`config.mk`:
```
export PLATFORM = sky130hd
export DESIGN_NAME = lockstep_integrity_monitor
export DESIGN_NICKNAME = d
export VERILOG_FILES = /design/src/rtl/lsm_pkg.sv /design/src/rtl/parity_lane_checker.sv /design/src/rtl/lockstep_comparator.sv /design/src/rtl/sticky_error_reg.sv /design/src/rtl/lockstep_integrity_monitor.sv
export SDC_FILE = /design/constraint.sdc
export NUM_CORES = 1
export LEC_CHECK = 0
export ABC_AREA = 1
export BUFFER_PORTS_ARGS = -buffer_cell sky130_fd_sc_hd__buf_2
export CORE_AREA = 4 4 122 124
export DETAILED_ROUTE_END_ITERATION = 12
export DIE_AREA = 0 0 126 128
export PLACE_DENSITY = 0.64
export SKIP_LAST_GASP = 1
export SLEW_MARGIN = 20
export SYNTH_ARGS = -nofsm -noshare
export SYNTH_HDL_FRONTEND = slang
export SYNTH_SLANG_ARGS = --single-unit
export TNS_END_PERCENT = 1
```
`constraint.sdc`:
```
create_clock -name clk -period 1.48 [get_ports clk]
set_clock_uncertainty 0.1 [all_clocks]
set_input_delay 0.148 -clock clk [delete_from_list [all_inputs] [get_ports clk]]
set_output_delay 0.148 -clock clk [all_outputs]
set_load 0.1 [all_outputs]
```
`src/rtl/lsm_pkg.sv`:
```
package lsm_pkg;
  localparam int ERR_KINDS = 3;

  typedef struct packed {
    logic addr_par;
    logic data_par;
    logic lockstep;
  } err_vec_t;
endpackage

```
`src/rtl/parity_lane_checker.sv`:
```
module parity_lane_checker #(
  parameter int LANE_W = 8,
  parameter int LANES  = 8,
  localparam int BUS_W = LANE_W * LANES
) (
  input  logic             clk,
  input  logic             rst,
  input  logic             check_en,
  input  logic [BUS_W-1:0] bus,
  input  logic [LANES-1:0] par,
  output logic [LANES-1:0] lane_hit,
  output logic [LANES-1:0] lane_err_q
);
  logic [LANES-1:0] odd_lane;

  for (genvar g = 0; g < LANES; g++) begin : g_lane
    assign odd_lane[g] = ^{bus[g*LANE_W +: LANE_W], par[g]};
  end

  assign lane_hit = check_en ? odd_lane : '0;

  always_ff @(posedge clk) begin
    if (rst) lane_err_q <= '0;
    else     lane_err_q <= lane_hit;
  end

  // no flag follows a cycle without a transfer
  a_r6_idle_no_flag: assert property (@(posedge clk) disable iff (rst)
    !check_en |=> (lane_err_q == '0));
  // a flag implies the previous cycle was checked
  a_r9_flag_needs_check: assert property (@(posedge clk) disable iff (rst)
    (lane_err_q != '0) |-> $past(check_en));
endmodule

```
`src/rtl/lockstep_comparator.sv`:
```
module lockstep_comparator #(
  parameter int CMP_W = 96
) (
  input  logic             clk,
  input  logic             rst,
  input  logic             enable,
  input  logic [CMP_W-1:0] primary,
  input  logic [CMP_W-1:0] redundant,
  output logic             mismatch_hit,
  output logic             mismatch_q
);
  logic [CMP_W-1:0] diff;

  assign diff         = primary ^ redundant;
  assign mismatch_hit = enable && (diff != '0);

  always_ff @(posedge clk) begin
    if (rst) mismatch_q <= 1'b0;
    else     mismatch_q <= mismatch_hit;
  end

  // enabled disagreement raises the error next cycle
  a_r2_mismatch_flags: assert property (@(posedge clk) disable iff (rst)
    (enable && (primary != redundant)) |=> mismatch_q);
  // disabled or agreeing cycles leave the error low
  a_r3_quiet_when_off: assert property (@(posedge clk) disable iff (rst)
    (!enable || (primary == redundant)) |=> !mismatch_q);
endmodule

```
`src/rtl/sticky_error_reg.sv`:
```
module sticky_error_reg #(
  parameter int N = 3
) (
  input  logic         clk,
  input  logic         rst,
  input  logic         clear,
  input  logic [N-1:0] set,
  output logic [N-1:0] status
);
  always_ff @(posedge clk) begin
    if (rst)        status <= '0;
    else if (clear) status <= set;
    else            status <= status | set;
  end

  // bits never drop without a clear
  a_r7_hold: assert property (@(posedge clk) disable iff (rst)
    !clear |=> ((status & $past(status)) == $past(status)));
  // a set during clear survives
  a_r8_set_wins: assert property (@(posedge clk) disable iff (rst)
    (clear && (set != '0)) |=> ((status & $past(set)) == $past(set)));
endmodule

```
`src/rtl/lockstep_integrity_monitor.sv`:
```
module lockstep_integrity_monitor #(
  parameter int CMP_W   = 96,
  parameter int DATA_W  = 64,
  parameter int ADDR_W  = 32,
  parameter int BYTE_W  = 8,
  localparam int LANES  = DATA_W / BYTE_W
) (
  input  logic                          clk,
  input  logic                          rst,
  input  logic                          checker_mode,
  input  logic                          xfer_valid,
  input  logic [CMP_W-1:0]              master_out,
  input  logic [CMP_W-1:0]              shadow_out,
  input  logic [DATA_W-1:0]             data_bus,
  input  logic [LANES-1:0]              data_par,
  input  logic [ADDR_W-1:0]             addr_bus,
  input  logic                          addr_par,
  input  logic                          clear_sticky,
  output logic                          lockstep_err,
  output logic                          data_par_err,
  output logic [LANES-1:0]              data_par_lane,
  output logic                          addr_par_err,
  output logic [lsm_pkg::ERR_KINDS-1:0] sticky_status
);
  import lsm_pkg::*;

  logic             ls_hit;
  logic [LANES-1:0] data_hit;
  logic             addr_hit;
  logic             data_err_q;
  err_vec_t         detect;

  lockstep_comparator #(.CMP_W(CMP_W)) u_cmp (
    .clk(clk), .rst(rst),
    .enable(checker_mode && xfer_valid),
    .primary(master_out), .redundant(shadow_out),
    .mismatch_hit(ls_hit), .mismatch_q(lockstep_err)
  );

  parity_lane_checker #(.LANE_W(BYTE_W), .LANES(LANES)) u_data_par (
    .clk(clk), .rst(rst), .check_en(xfer_valid),
    .bus(data_bus), .par(data_par),
    .lane_hit(data_hit), .lane_err_q(data_par_lane)
  );

  parity_lane_checker #(.LANE_W(ADDR_W), .LANES(1)) u_addr_par (
    .clk(clk), .rst(rst), .check_en(xfer_valid),
    .bus(addr_bus), .par(addr_par),
    .lane_hit(addr_hit), .lane_err_q(addr_par_err)
  );

  always_ff @(posedge clk) begin
    if (rst) data_err_q <= 1'b0;
    else     data_err_q <= |data_hit;
  end
  assign data_par_err = data_err_q;

  assign detect.lockstep = ls_hit;
  assign detect.data_par = |data_hit;
  assign detect.addr_par = addr_hit;

  sticky_error_reg #(.N(ERR_KINDS)) u_sticky (
    .clk(clk), .rst(rst), .clear(clear_sticky),
    .set(detect), .status(sticky_status)
  );

  // every pulse is mirrored in the sticky word
  a_r7_lockstep_sticky: assert property (@(posedge clk) disable iff (rst)
    lockstep_err |-> sticky_status[0]);
  a_r7_data_sticky: assert property (@(posedge clk) disable iff (rst)
    data_par_err |-> sticky_status[1]);
  a_r7_addr_sticky: assert property (@(posedge clk) disable iff (rst)
    addr_par_err |-> sticky_status[2]);
  // summary flag and lane flags agree
  a_r4_lane_summary: assert property (@(posedge clk) disable iff (rst)
    data_par_err == (data_par_lane != '0));
endmodule

```
After elaboration in Yosys (flattened, before gate mapping) --
Cells that the tools add are included.
Word-level totals: register bits after elaboration 14, output and inout bits 14, input bits 302, word-level logic and storage cells 23
Cells by class: muxes and demuxes 3, bitwise gates (word level) 2, reductions and logical operators 13
Operator list (number):
- $reduce_bool A96 Y1 | 1
- $xor A96 B96 Y96 | 1
- $reduce_xor A9 Y1 | 8
- $reduce_xor A33 Y1 | 1
- $mux W8 | 1
- $reduce_or A8 Y1 | 1
- $mux W3 | 1
- $or A3 B3 Y3 | 1
- $logic_and A1 B1 Y1 | 2
- $mux W1 | 1

Depth between registers and ports, before layout --
word-level depth 5, gate-level depth with buffers 15, mapped depth without buffers 15

Hierarchy --
From an unflattened synthesis, not the netlist that was laid out.
Unflattened totals: cell total of the unflattened synthesis 1056, area total of the unflattened synthesis 4575.6 um^2
Modules (own cells, without submodules):
- parity_lane_checker at u_data_par | cells each 434, seq. area each 160.2 um^2, instances 1, area each 1886.8 um^2
- lockstep_comparator | cells each 436, seq. area each 20.0 um^2, instances 1, area each 1794.2 um^2
- parity_lane_checker at u_addr_par | cells each 161, seq. area each 20.0 um^2, instances 1, area each 729.4 um^2
- sticky_error_reg | cells each 13, seq. area each 60.1 um^2, instances 1, area each 101.3 um^2
- lockstep_integrity_monitor | cells each 12, seq. area each 20.0 um^2, instances 1, area each 63.8 um^2

Worst setup path before layout --
OpenSTA, ideal clock, no wires.
path type reg-to-reg, start point reg u_sticky.status[0], end point reg u_sticky.status[0], setup slack 0.204 ns, path buffers 0, library setup time 0.061 ns, data required time 1.319 ns, arrival 1.115 ns, period minus slack after synthesis 1.276 ns, stages on the path, launching flop included 3, cells stage by stage dfxtp_1 -> nand2_1 -> nand2_1
On the way: cells in the longest elaborated chain, start to end 2
Ends and longest elaborated chain:
- start: declaration | line sticky_error_reg.sv:8 | output logic [N-1:0] status
- start signal: assignment | line sticky_error_reg.sv:12 | else if (clear) status <= set;
- start signal: assignment | line sticky_error_reg.sv:13 | else status <= status | set;
- $or A3 B3 Y3 | line sticky_error_reg.sv:13
- $mux W3 | line sticky_error_reg.sv:12
Every way passes these cells. A chain may end at the register's enable or synchronous reset.

Worst setup path after layout --
start point reg u_sticky.status[0], end point out sticky_status[0] (netlist name)
RTL lines:
- end: declaration | line lockstep_integrity_monitor.sv:23 | output logic [lsm_pkg::ERR_KINDS-1:0] sticky_status
No word-level cell between the ends.

==> flow_summary.toml <==
[clocking]
path_clk_slew_ps = 40
cts_setup_buffers = 0
tritoncts = "yes"
root_buffer = "clkbuf_16"
worstSkewPairLatency_ps = 240
cts_resized = 0
cts.sinks = 14
h-tree-depth = 1
cts_buffers = 3
holdBufCountCts = 0
clock_path_buffers = 2

[timing]
final_max_slew_viol_count = 0
fmax_mhz = 790
fin_crit_sh = 0.855
rsz0062_at_grt = "no"
tightest_slew_ps = 535
finalSetupViolCount = 0
slew_headroom = 0.646
hold_viol = 0
fin_crit_ps = 1270

[logic_synthesis]
postSynth.asyncResetShare = 0
seq_area_frac_synth = 0.0700
yosysWarnings = 0
synthTopCellsByCount = "nand2_1 (501), inv_1 (139), xnor2_1 (60)"
synth-edff-count = 0
synth-seq-cells = 14
syn_area_per_cell_um2 = 4.65
synth_top_cell_by_area = "nand2_1"
syn-instance-count = 861
synth_flop_cell = "dfxtp_1"
synth_cell_types = 19
yosys.area.top_type_share = 0.469
syn_area_um2 = 4010
synth_fp_nets = 1163
synth.most_common_cell = "nand2_1"
ys_top_cells_by_area = "nand2_1 (47%), xnor2_1 (13%), inv_1 (13%)"

[worst_setup_path]
crit_arrival_ps = 1020
path_max_fanout = 2
path_buf_inv = 1
cpMaxStageDelayCell = "buf_2"
critical_path_class = "reg -> out"
critPathMaxStageDelay_ps = 450
crit_path_end_kind = "output pin"
critPathTopFamily = "buffers and inverters"
critPathLaunchType = "register"
crit_chain = "buf_2"
cp_data_required_time_ps = 1230

[placed_design]
io_buffers = 315
dp_hpwl_um = 14000
placed_cells = 1354
placed_area_um2 = 5800
place.gp.congestion = 0.954

[routing]
num_vias = 5625
top_layer_used = "met5"
met3_length_um = 1240
drt_iter0_markers = 168
viasPerCell = 4.13
drc = 0
firstDrtPassIters = 4
wl_met1_um = 6140
drt_wl_total_um = 15000
detail-route-antenna-nets = 0
wl_met2_um = 7350
wire_per_inst_um = 11.0

[floorplanning]
start_util = 0.291
die_y_um = 128
ios = 316
die_x_um = 126
core_region_area_um2 = 13800
fp.dieArea_um2 = 16100
row_count = 43

[power]
power_density_nw_per_um2 = 457
p_leak_nw = 3.99
max-vdd-ir-drop_mv = 0.284

[global_route]
gr-total-overflow = 0
grt.total_usage = 0.173
grt_pass1_wl_um = 23100
grt_pass1_vias = 5088
antenna_found_initial = 6
grt_max_degree = 12

[run]
drv_cap = 0

[finish]
regArea_um2 = 280
fillers = 1572
drive_gt1_frac = 0.278
fin_area_um2 = 5890
fin_cells = 1361
area_growth_pct = 47.1
fin_nets = 1481
multiInputGateArea_um2 = 3190

[run_status]
status = "complete, no violations"

[hold_path]
hp-class = "in -> reg"
[final cells by class]
cell class / count / area share
Clock buffer: 4 / 0.0151
Tap cell: 180 / 0.0382
Multi-Input combinational cell: 706 / 0.542
Antenna cell: 3 / 0.00127
Timing Repair Buffer: 315 / 0.268
Inverter: 139 / 0.0885
Sequential cell: 14 / 0.0476
[per-stage QoR]
step	total power, W	worst slack, ps	hold slack [ps]	TNS, ps	utilization
detailed placement	0.00216	-61.6	333	-106	0.421
floorplan	0.00148	204	198	0	-
global placement	0.00213	-14.3	342	-14.3	0.421
global route	0.00298	39.4	115	0	0.428
finish	0.00269	214	85.0	0	0.428
CTS	0.00273	189	83.2	0	0.427
[per-layer routing]
layer | global-route usage | up-vias
met2 | 0.315 | 174
met5 | 0 | -
met3 | 0.0450 | 20
met4 | 0.0442 | 6
li1 | - | 3154
met1 | 0.202 | 2271
[cell usage in the layout, fill, tap and decap left out, drive strengths merged]
cell and n:
or2 8, buf 315, nor3 9, nand3b 4, nand2 503, o211ai 3
nor2 59, dfxtp 14, a21oi 6, xnor2 60, clkbuf 4, nand4 12
inv 139, diode 3, nand3 22, xor2 20
[worst reg2reg max path, stage by stage, from the launching register on]
cell and delay [ps]:
dfxtp_1 310, nand2_1 60, nand2_1 40
[kinds of logic after synthesis]
logic type	synth area share
DFF	0.0700
buffers and inverters	0.133
AOI/OAI and AO/OA	0.0131
xor gates and xnor gates	0.175
and+or+nand+nor	0.609
[sequential cells by signal (all words and copies together), names as in the netlist]
| signal | flops |
|---|---|
| u_data_par.lane_err_q | 8 |
| u_cmp.mismatch_q | 1 |
| u_addr_par.lane_err_q | 1 |
| data_par_err | 1 |
| u_sticky.status | 3 |
[power breakdown]
part | total (W) | switching, W | internal (W)
Clock | 0.000553 | 0.000145 | 0.000408
Sequential | 0.000415 | 0.00000845 | 0.000406
Combinational | 0.00172 | 0.000999 | 0.000724
[worst paths after layout]
check / from / end / slack [ps] / cells after the start
worst max-delay path: u_sticky.status[0] / sticky_status[0] / 210 / 1
worst min-delay path: checker_mode / u_cmp.mismatch_q / 90 / 3
worst max register to register: u_sticky.status[2] / u_sticky.status[2] / 860 / 2
worst min register to register: u_sticky.status[1] / u_sticky.status[1] / 350 / 2
Note: power is estimated with default switching activity, not from simulation.
